File: src/rtl/mac_sfu_pkg.sv
package mac_sfu_pkg;
  typedef enum logic [2:0] {
    OP_NOP  = 3'b000,
    OP_CLR  = 3'b001,
    OP_MAC  = 3'b010,
    OP_RDLO = 3'b011,
    OP_RDHI = 3'b100,
    OP_WRLO = 3'b101
  } sfu_op_e;

  typedef struct packed {
    logic clr;
    logic mac;
    logic wrlo;
    logic rdlo;
    logic rdhi;
  } sfu_cmd_t;
endpackage

File: src/rtl/mac_sfu_decode.sv
module mac_sfu_decode
  import mac_sfu_pkg::*;
(
  input  logic       valid_i,
  input  logic [2:0] op_i,
  output sfu_cmd_t   cmd_o
);
  always_comb begin
    cmd_o = '0;
    if (valid_i) begin
      case (op_i)
        OP_CLR:  cmd_o.clr  = 1'b1;
        OP_MAC:  cmd_o.mac  = 1'b1;
        OP_WRLO: cmd_o.wrlo = 1'b1;
        OP_RDLO: cmd_o.rdlo = 1'b1;
        OP_RDHI: cmd_o.rdhi = 1'b1;
        default: cmd_o = '0;  // nop and spare codes
      endcase
    end
  end
endmodule

File: src/rtl/mac_sfu_mult.sv
module mac_sfu_mult #(
  parameter int unsigned DATA_W = 32,
  localparam int unsigned PROD_W = 2 * DATA_W
) (
  input  logic [DATA_W-1:0] a_i,
  input  logic [DATA_W-1:0] b_i,
  output logic [PROD_W-1:0] prod_o
);
  logic signed [PROD_W-1:0] prod_s;
  assign prod_s = $signed(a_i) * $signed(b_i);
  assign prod_o = prod_s;
endmodule

File: src/rtl/mac_sfu_acc.sv
module mac_sfu_acc
  import mac_sfu_pkg::*;
#(
  parameter int unsigned DATA_W = 32,
  localparam int unsigned ACC_W = 2 * DATA_W
) (
  input  logic              clk_i,
  input  logic              rst_ni,
  input  sfu_cmd_t          cmd_i,
  input  logic [ACC_W-1:0]  prod_i,
  input  logic [DATA_W-1:0] wdata_i,
  output logic [ACC_W-1:0]  acc_o
);
  logic [ACC_W-1:0] acc_q, acc_d;

  always_comb begin
    acc_d = acc_q;
    if (cmd_i.clr)       acc_d = '0;
    else if (cmd_i.mac)  acc_d = acc_q + prod_i;  // wraps mod 2^ACC_W
    else if (cmd_i.wrlo) acc_d = {acc_q[ACC_W-1:DATA_W], wdata_i};
  end

  always_ff @(posedge clk_i or negedge rst_ni) begin
    if (!rst_ni) acc_q <= '0;
    else         acc_q <= acc_d;
  end

  assign acc_o = acc_q;

  AST_CLR_ZERO: assert property (@(posedge clk_i) disable iff (!rst_ni)
    cmd_i.clr |=> acc_q == '0);
  AST_MAC_SUM: assert property (@(posedge clk_i) disable iff (!rst_ni)
    cmd_i.mac |=> acc_q == $past(acc_q) + $past(prod_i));
  AST_WRLO_HALF: assert property (@(posedge clk_i) disable iff (!rst_ni)
    cmd_i.wrlo |=> (acc_q[DATA_W-1:0] == $past(wdata_i))
                && (acc_q[ACC_W-1:DATA_W] == $past(acc_q[ACC_W-1:DATA_W])));
  AST_IDLE_HOLD: assert property (@(posedge clk_i) disable iff (!rst_ni)
    !(cmd_i.clr || cmd_i.mac || cmd_i.wrlo) |=> $stable(acc_q));
endmodule

File: src/rtl/mac_sfu.sv
module mac_sfu
  import mac_sfu_pkg::*;
#(
  parameter int unsigned DATA_W = 32
) (
  input  logic              clk_i,
  input  logic              rst_ni,
  input  logic              valid_i,
  input  logic [2:0]        op_i,
  input  logic [DATA_W-1:0] opa_i,
  input  logic [DATA_W-1:0] opb_i,
  output logic [DATA_W-1:0] result_o,
  output logic              result_valid_o
);
  localparam int unsigned ACC_W   = 2 * DATA_W;
  localparam int unsigned N_WORDS = ACC_W / DATA_W;

  sfu_cmd_t          cmd;
  logic [ACC_W-1:0]  prod;
  logic [ACC_W-1:0]  acc;
  logic [DATA_W-1:0] acc_word [N_WORDS];

  mac_sfu_decode i_decode (
    .valid_i (valid_i),
    .op_i    (op_i),
    .cmd_o   (cmd)
  );

  mac_sfu_mult #(.DATA_W(DATA_W)) i_mult (
    .a_i    (opa_i),
    .b_i    (opb_i),
    .prod_o (prod)
  );

  mac_sfu_acc #(.DATA_W(DATA_W)) i_acc (
    .clk_i   (clk_i),
    .rst_ni  (rst_ni),
    .cmd_i   (cmd),
    .prod_i  (prod),
    .wdata_i (opa_i),
    .acc_o   (acc)
  );

  for (genvar g = 0; g < N_WORDS; g++) begin : g_word
    assign acc_word[g] = acc[g*DATA_W +: DATA_W];
  end

  always_comb begin
    result_o = '0;
    if (cmd.rdlo)      result_o = acc_word[0];
    else if (cmd.rdhi) result_o = acc_word[N_WORDS-1];
  end
  assign result_valid_o = cmd.rdlo | cmd.rdhi;

  AST_WB_ONLY_READ: assert property (@(posedge clk_i) disable iff (!rst_ni)
    result_valid_o |-> valid_i && (op_i == OP_RDLO || op_i == OP_RDHI));
  AST_WB_ZERO_IDLE: assert property (@(posedge clk_i) disable iff (!rst_ni)
    !result_valid_o |-> result_o == '0);
  AST_RDHI_DATA: assert property (@(posedge clk_i) disable iff (!rst_ni)
    (valid_i && op_i == OP_RDHI) |-> result_valid_o && result_o == acc[ACC_W-1:ACC_W-DATA_W]);
endmodule

File: config.mk
export PLATFORM = sky130hd
export DESIGN_NAME = mac_sfu
export DESIGN_NICKNAME = d
export VERILOG_FILES = /design/src/rtl/mac_sfu_pkg.sv /design/src/rtl/mac_sfu_decode.sv /design/src/rtl/mac_sfu_mult.sv /design/src/rtl/mac_sfu_acc.sv /design/src/rtl/mac_sfu.sv
export SDC_FILE = /design/constraint.sdc
export NUM_CORES = 2
export LEC_CHECK = 0
export BUFFER_PORTS_ARGS = -buffer_cell sky130_fd_sc_hd__buf_2
export CAP_MARGIN = 15
export CORE_MARGIN = 3
export CORE_UTILIZATION = 45
export DETAILED_ROUTE_END_ITERATION = 7
export PLACE_DENSITY_LB_ADDON = 0.05
export SETUP_SLACK_MARGIN = 0.02
export SLEW_MARGIN = 20
export SYNTH_ARGS = -nofsm -noshare
export SYNTH_HDL_FRONTEND = slang
export SYNTH_SLANG_ARGS = --single-unit
File: constraint.sdc
create_clock -name clk_i -period 11.1 [get_ports clk_i]
set_input_delay 1.11 -clock clk_i [delete_from_list [all_inputs] [get_ports clk_i]]
set_output_delay 1.11 -clock clk_i [all_outputs]
set_load 0.02 [all_outputs]
Yosys cells after proc, flatten, opt, wreduce, memory -nomap -nowiden
Index checks and enable logic that the tools add are counted.

storage, ports and cells
  register bits after elaboration = 64
  input bits = 70
  output and inout port bits = 33
  logic and storage cells = 23

operators by class
  add/subtract/negate cells = 1
  multiply operators = 1
  equality and inequality tests = 5
  multiplexer cells = 11
  bitwise operators = 1
  reduce and logical (&&, ||, !) cells = 2

operators by type and width
  cell                                                             count
  64-bit two-way mux                                               2
  32-bit two-way mux                                               3
  64-bit adder                                                     1
  32-bit by 32-bit multiplier with 64-bit output                   1
  3-bit by 2-bit == test with 1-bit output, second input constant  2
  3-bit == test, second input constant                             2
  1-bit two-way mux                                                5
  5-bit two-way mux                                                1
  3-bit by 1-bit == test with 1-bit output, second input constant  1
  3-bit nonzero test                                               1
  2-bit nonzero test                                               1
  1-bit bitwise OR                                                 1

Depth between registers and ports, before layout
  depth in word-level cells = 6
  mapped depth = 29
  gate-level depth less buffers = 27

Modules after synthesis
Synthesis repeated with hierarchy kept, for this count alone.

second synthesis, totals
  cell total of the unflattened synthesis = 4715
  area total of the unflattened synthesis = 43115.1 sq um

by module, submodules not included
  module          times used  cells an instance  area each (sq um)  sequential area each (sq um)
  mac_sfu_mult    1           3841               36103.4            0.0
  mac_sfu_acc     1           824                6583.8             1601.5
  mac_sfu         1           45                 367.9              0.0
  mac_sfu_decode  1           5                  60.1               0.0

Worst setup path after synthesis
No wires, ideal clock.

  path kind = input to register
  start = input port opb_i[0]
  end = register i_acc.acc_q[54] (netlist: i_acc.acc_o[54])
  library setup time = 0.122 ns
  data arrival time = 9.298 ns
  data required time = 10.978 ns
  path slack = 1.681 ns
  stages = 25
  path buffers = 2
  cells stage by stage = clkbuf_1 -> nand2_1 -> fa_1 -> inv_1 -> fa_1 -> fa_1 -> inv_1 -> fa_1 -> inv_1 -> fa_1 -> fa_1 -> fa_1 -> inv_1 -> fa_1 -> inv_1 -> ha_1 -> buf_6 -> a21o_1 -> a21o_1 -> a211oi_1 -> a221o_1 -> a31oi_2 -> or3b_4 -> a311o_1 -> a32o_1

between the ends
  cells in the longest elaborated chain, start to end = 4

ends and longest elaborated chain
  element                                         line                source
  from (decl)                                     mac_sfu.sv:11       input logic [DATA_W-1:0] opb_i,
  32-bit by 32-bit multiplier with 64-bit output  mac_sfu_mult.sv:10  assign prod_s = $signed(a_i) * $signed(b_i);
  64-bit adder                                    mac_sfu_acc.sv:19   else if (cmd_i.mac) acc_d = acc_q + prod_i;
  64-bit two-way mux                              mac_sfu_acc.sv:19
  64-bit two-way mux                              mac_sfu_acc.sv:18   if (cmd_i.clr) acc_d = '0;
  to (signal assigned)                            mac_sfu_acc.sv:24   if (!rst_ni) acc_q <= '0;
  to (signal assigned)                            mac_sfu_acc.sv:25   else acc_q <= acc_d;
  to (decl)                                       mac_sfu_acc.sv:14   logic [ACC_W-1:0] acc_q, acc_d;

Every way passes these cells. The select of a mux whose other input is x is not followed.
A chain may end at the register's enable or synchronous reset.

Worst setup path after layout
  start = input port opb_i[8]
  end = register i_acc.acc_q[61] (netlist: i_acc.acc_o[61])

The elaborated chain is that of the path after synthesis.

==> results_dict.tcl <==
set metrics [dict create \
    status "complete, no violations" \
    ys_seq_elements 64 \
    grt_pass1_vias 33184 \
    fin_crit_ns 9.364 \
    finalCritPeriodShare_pct 84.36 \
    post_drt_wl_per_cell_um 21.90 \
    clkSinkCount 64 \
    worst-endpoint-arrival_ns 9.58 \
    cts-root-buf "clkbuf_16" \
    cts_hold_buf 0 \
    vias_per_cell 5.130 \
    stdcell_count 5834 \
    rows 112 \
    gp_congestion 0.8660 \
    grt_overflow 0 \
    synth_flop_cell "dfrtp_1" \
    cts_tree "built" \
    io_pins 103 \
    max_freq_ghz 0.1068 \
    hold_depth 2 \
    grt_util_all_layers_pct 27.03 \
    slew_violations 0 \
    area_growth_pct 4.629 \
    rr_worst_depth 25 \
    ff2ff_setup_slack_ns 2.98 \
    die_w_um 315.5 \
    core_area_mm2 0.09417 \
    rsz0062_at_grt "no" \
    synth-edff-count 0 \
    hold_class "reg2reg" \
    cp-end-kind "flop" \
    timing.rr.start "i_acc.acc_o[29]" \
    cts_htree_levels 3 \
    yosysWarnings 0 \
    crit_type "in2reg" \
    start_kind "primary input" \
    finClkSkew_ns 0.01213 \
    drc 0 \
    path_clk_slew_ns 0.06 \
    worst_pin_slew_ns 1.019 \
    largest_reg_flops 64 \
    postRouteWirelength_um 127700 \
    grt_max_degree 65 \
    die_area_mm2 0.09955 \
    avgSynthCellArea_um2 9.293 \
    holdPathEnd "i_acc.acc_o[6]" \
    fin_tns_setup_ns 0 \
    slew_headroom_pct 31.96 \
    synth_area_mm2 0.04311 \
    firstDrtPassIters 5 \
    ys_seq_area_share_pct 3.715 \
    hold_viol 0 \
    ant_nets 0 \
    clockBufferDepth 2 \
    critPathMaxFanout 32 \
    timing.max_cap.violations 0 \
    via_count 29926 \
    setup_viol 0 \
    dpl.hpwl_um 108800 \
    cts-resized-gates 0 \
    cts_buffers 9 \
    ys_async_sr_fraction_pct 100.0 \
    required_ns 11.32 \
    grt_antenna_before_repair 3 \
    grt_pass1_wl_um 201900 \
    synth_cell_types 69 \
    drt_iter0_drc 1552 \
    crit_start "opb_i[8]" \
    final_layout_size_suffix_gt1_share_pct 4.237 \
    min-delay-start "i_acc.acc_o[6]" \
    syn_nets 6137 \
    die_h_um 315.5 \
    io_buffers 102 \
    clock_latency_ns 0.35 \
    num-nets-final 6072 \
    start_util_pct 45.78 \
    postCtsSetupRepairBufs 0 \
    dp_cells 5817 \
    synthCells 4639 \
    rr_endpoint "i_acc.acc_o[61]" \
]
routing by layer:
metal	track usage, %	up-vias	share of wire (%)
met5	0	-	0.0063
met4	6.573	2	3.1
met3	2.707	155	3.8
met2	49.58	659	54
met1	34.34	16008	40
li1	-	13102	-
Yosys cell counts, types with 3 or more instances:
cell | instances | area [um2]
nand2b_1 | 12 | 75.07
nor4_1 | 5 | 31.28
nand2_1 | 645 | 2421
o21a_1 | 7 | 52.55
o21bai_1 | 11 | 82.58
o21ai_0 | 67 | 335.3
dfrtp_1 | 64 | 1602
nor2b_1 | 9 | 56.30
o221ai_1 | 4 | 35.03
a211o_1 | 6 | 52.55
xor2_1 | 28 | 245.2
nor2_1 | 73 | 274.0
fa_1 | 1210 | 24220
xnor2_1 | 50 | 437.9
or2_2 | 3 | 18.77
o211ai_1 | 7 | 52.55
nand4_1 | 13 | 81.33
and2_1 | 457 | 2859
a21o_1 | 26 | 195.2
clkbuf_1 | 226 | 848.3
and4_1 | 3 | 26.28
a22o_1 | 37 | 324.1
nor3_1 | 6 | 30.03
a221oi_1 | 14 | 122.6
mux2i_1 | 8 | 80.08
a211oi_1 | 9 | 67.56
o21ai_1 | 9 | 45.04
a21oi_1 | 84 | 420.4
nand3_1 | 16 | 80.08
inv_1 | 1255 | 4711
ha_1 | 218 | 2728
buf_2 | 6 | 30.03
a31oi_1 | 9 | 56.30
cells in the final DEF, fill, tap and decap left out, types with 28 or more instances in the layout:
cell type,Yosys,layout
a22o_1,37,37
and2_1,457,457
inv_1,1255,1254
dfrtp_1,64,64
xnor2_1,50,50
nand2_1,645,644
fa_1,1210,1210
nor2_1,73,73
xor2_1,28,28
buf_2,6,102
a21oi_1,84,84
ha_1,218,218
o21ai_0,67,67
buf_4,1,57
cells by family after synthesis:
family                     after synthesis  share of synthesized area [%]
DFF                                     64                          3.715
AOI/OAI and AO/OA                      317                          4.922
and+or+nand+nor                       1254                          14.04
adders and majority gates             1428                          62.52
buffers and inverters                 1490                          13.03
xor gates and xnor gates                78                          1.585
muxes                                    8                         0.1858
through the flow:
stage               hold WS [ns]  util [%]  worst slack (ns)  cell area, um2
floorplan                 0.4617         -             1.681           43110
global route              0.5559     47.90             1.192           45100
CTS                       0.5126     47.90             1.773           45100
detailed placement        0.5001     47.52             1.416           44750
finish                    0.5116     47.90             1.736           45110
global placement          0.4960     47.52             1.378           44750
worst max-delay path, cell delays in order:
cell and delay (ns):
buf_2 0.63, nand2_1 0.29, fa_1 0.69, fa_1 0.87
inv_1 0.17, fa_1 1.02, inv_1 0.18, fa_1 0.51
inv_1 0.06, fa_1 0.56, fa_1 0.44, fa_1 0.49
inv_1 0.05, fa_1 0.47, inv_1 0.04, ha_1 0.37
nand4_1 0.14, nor3_1 0.33, a21boi_1 0.44, o21ai_0 0.27
o21ai_1 0.22, xnor2_1 0.13, o21ai_0 0.08
worst max-delay path by stage:
stage                      endpoint  slack, ns  depth (start not counted)
floorplan           i_acc.acc_o[54]       1.68                         25
finish              i_acc.acc_o[61]       1.74                         23
global placement    i_acc.acc_o[54]       1.38                         24
global route        i_acc.acc_o[61]       1.19                         23
CTS                 i_acc.acc_o[54]       1.77                         25
detailed placement  i_acc.acc_o[61]       1.42                         23
final cells by class:
class	count	area, um2
tap	1254	1569
inverter	1255	4711
clock buffer	10	239.0
multi-input combinational	3085	35930
clock inverter	6	115.1
sequential	64	1602
antenna	1	2.502
fill	9257	49060
timing repair buffer	159	938.4
Power is not shown: default switching activity piles up to over one toggle a cycle in this logic, so the estimate is an artifact.
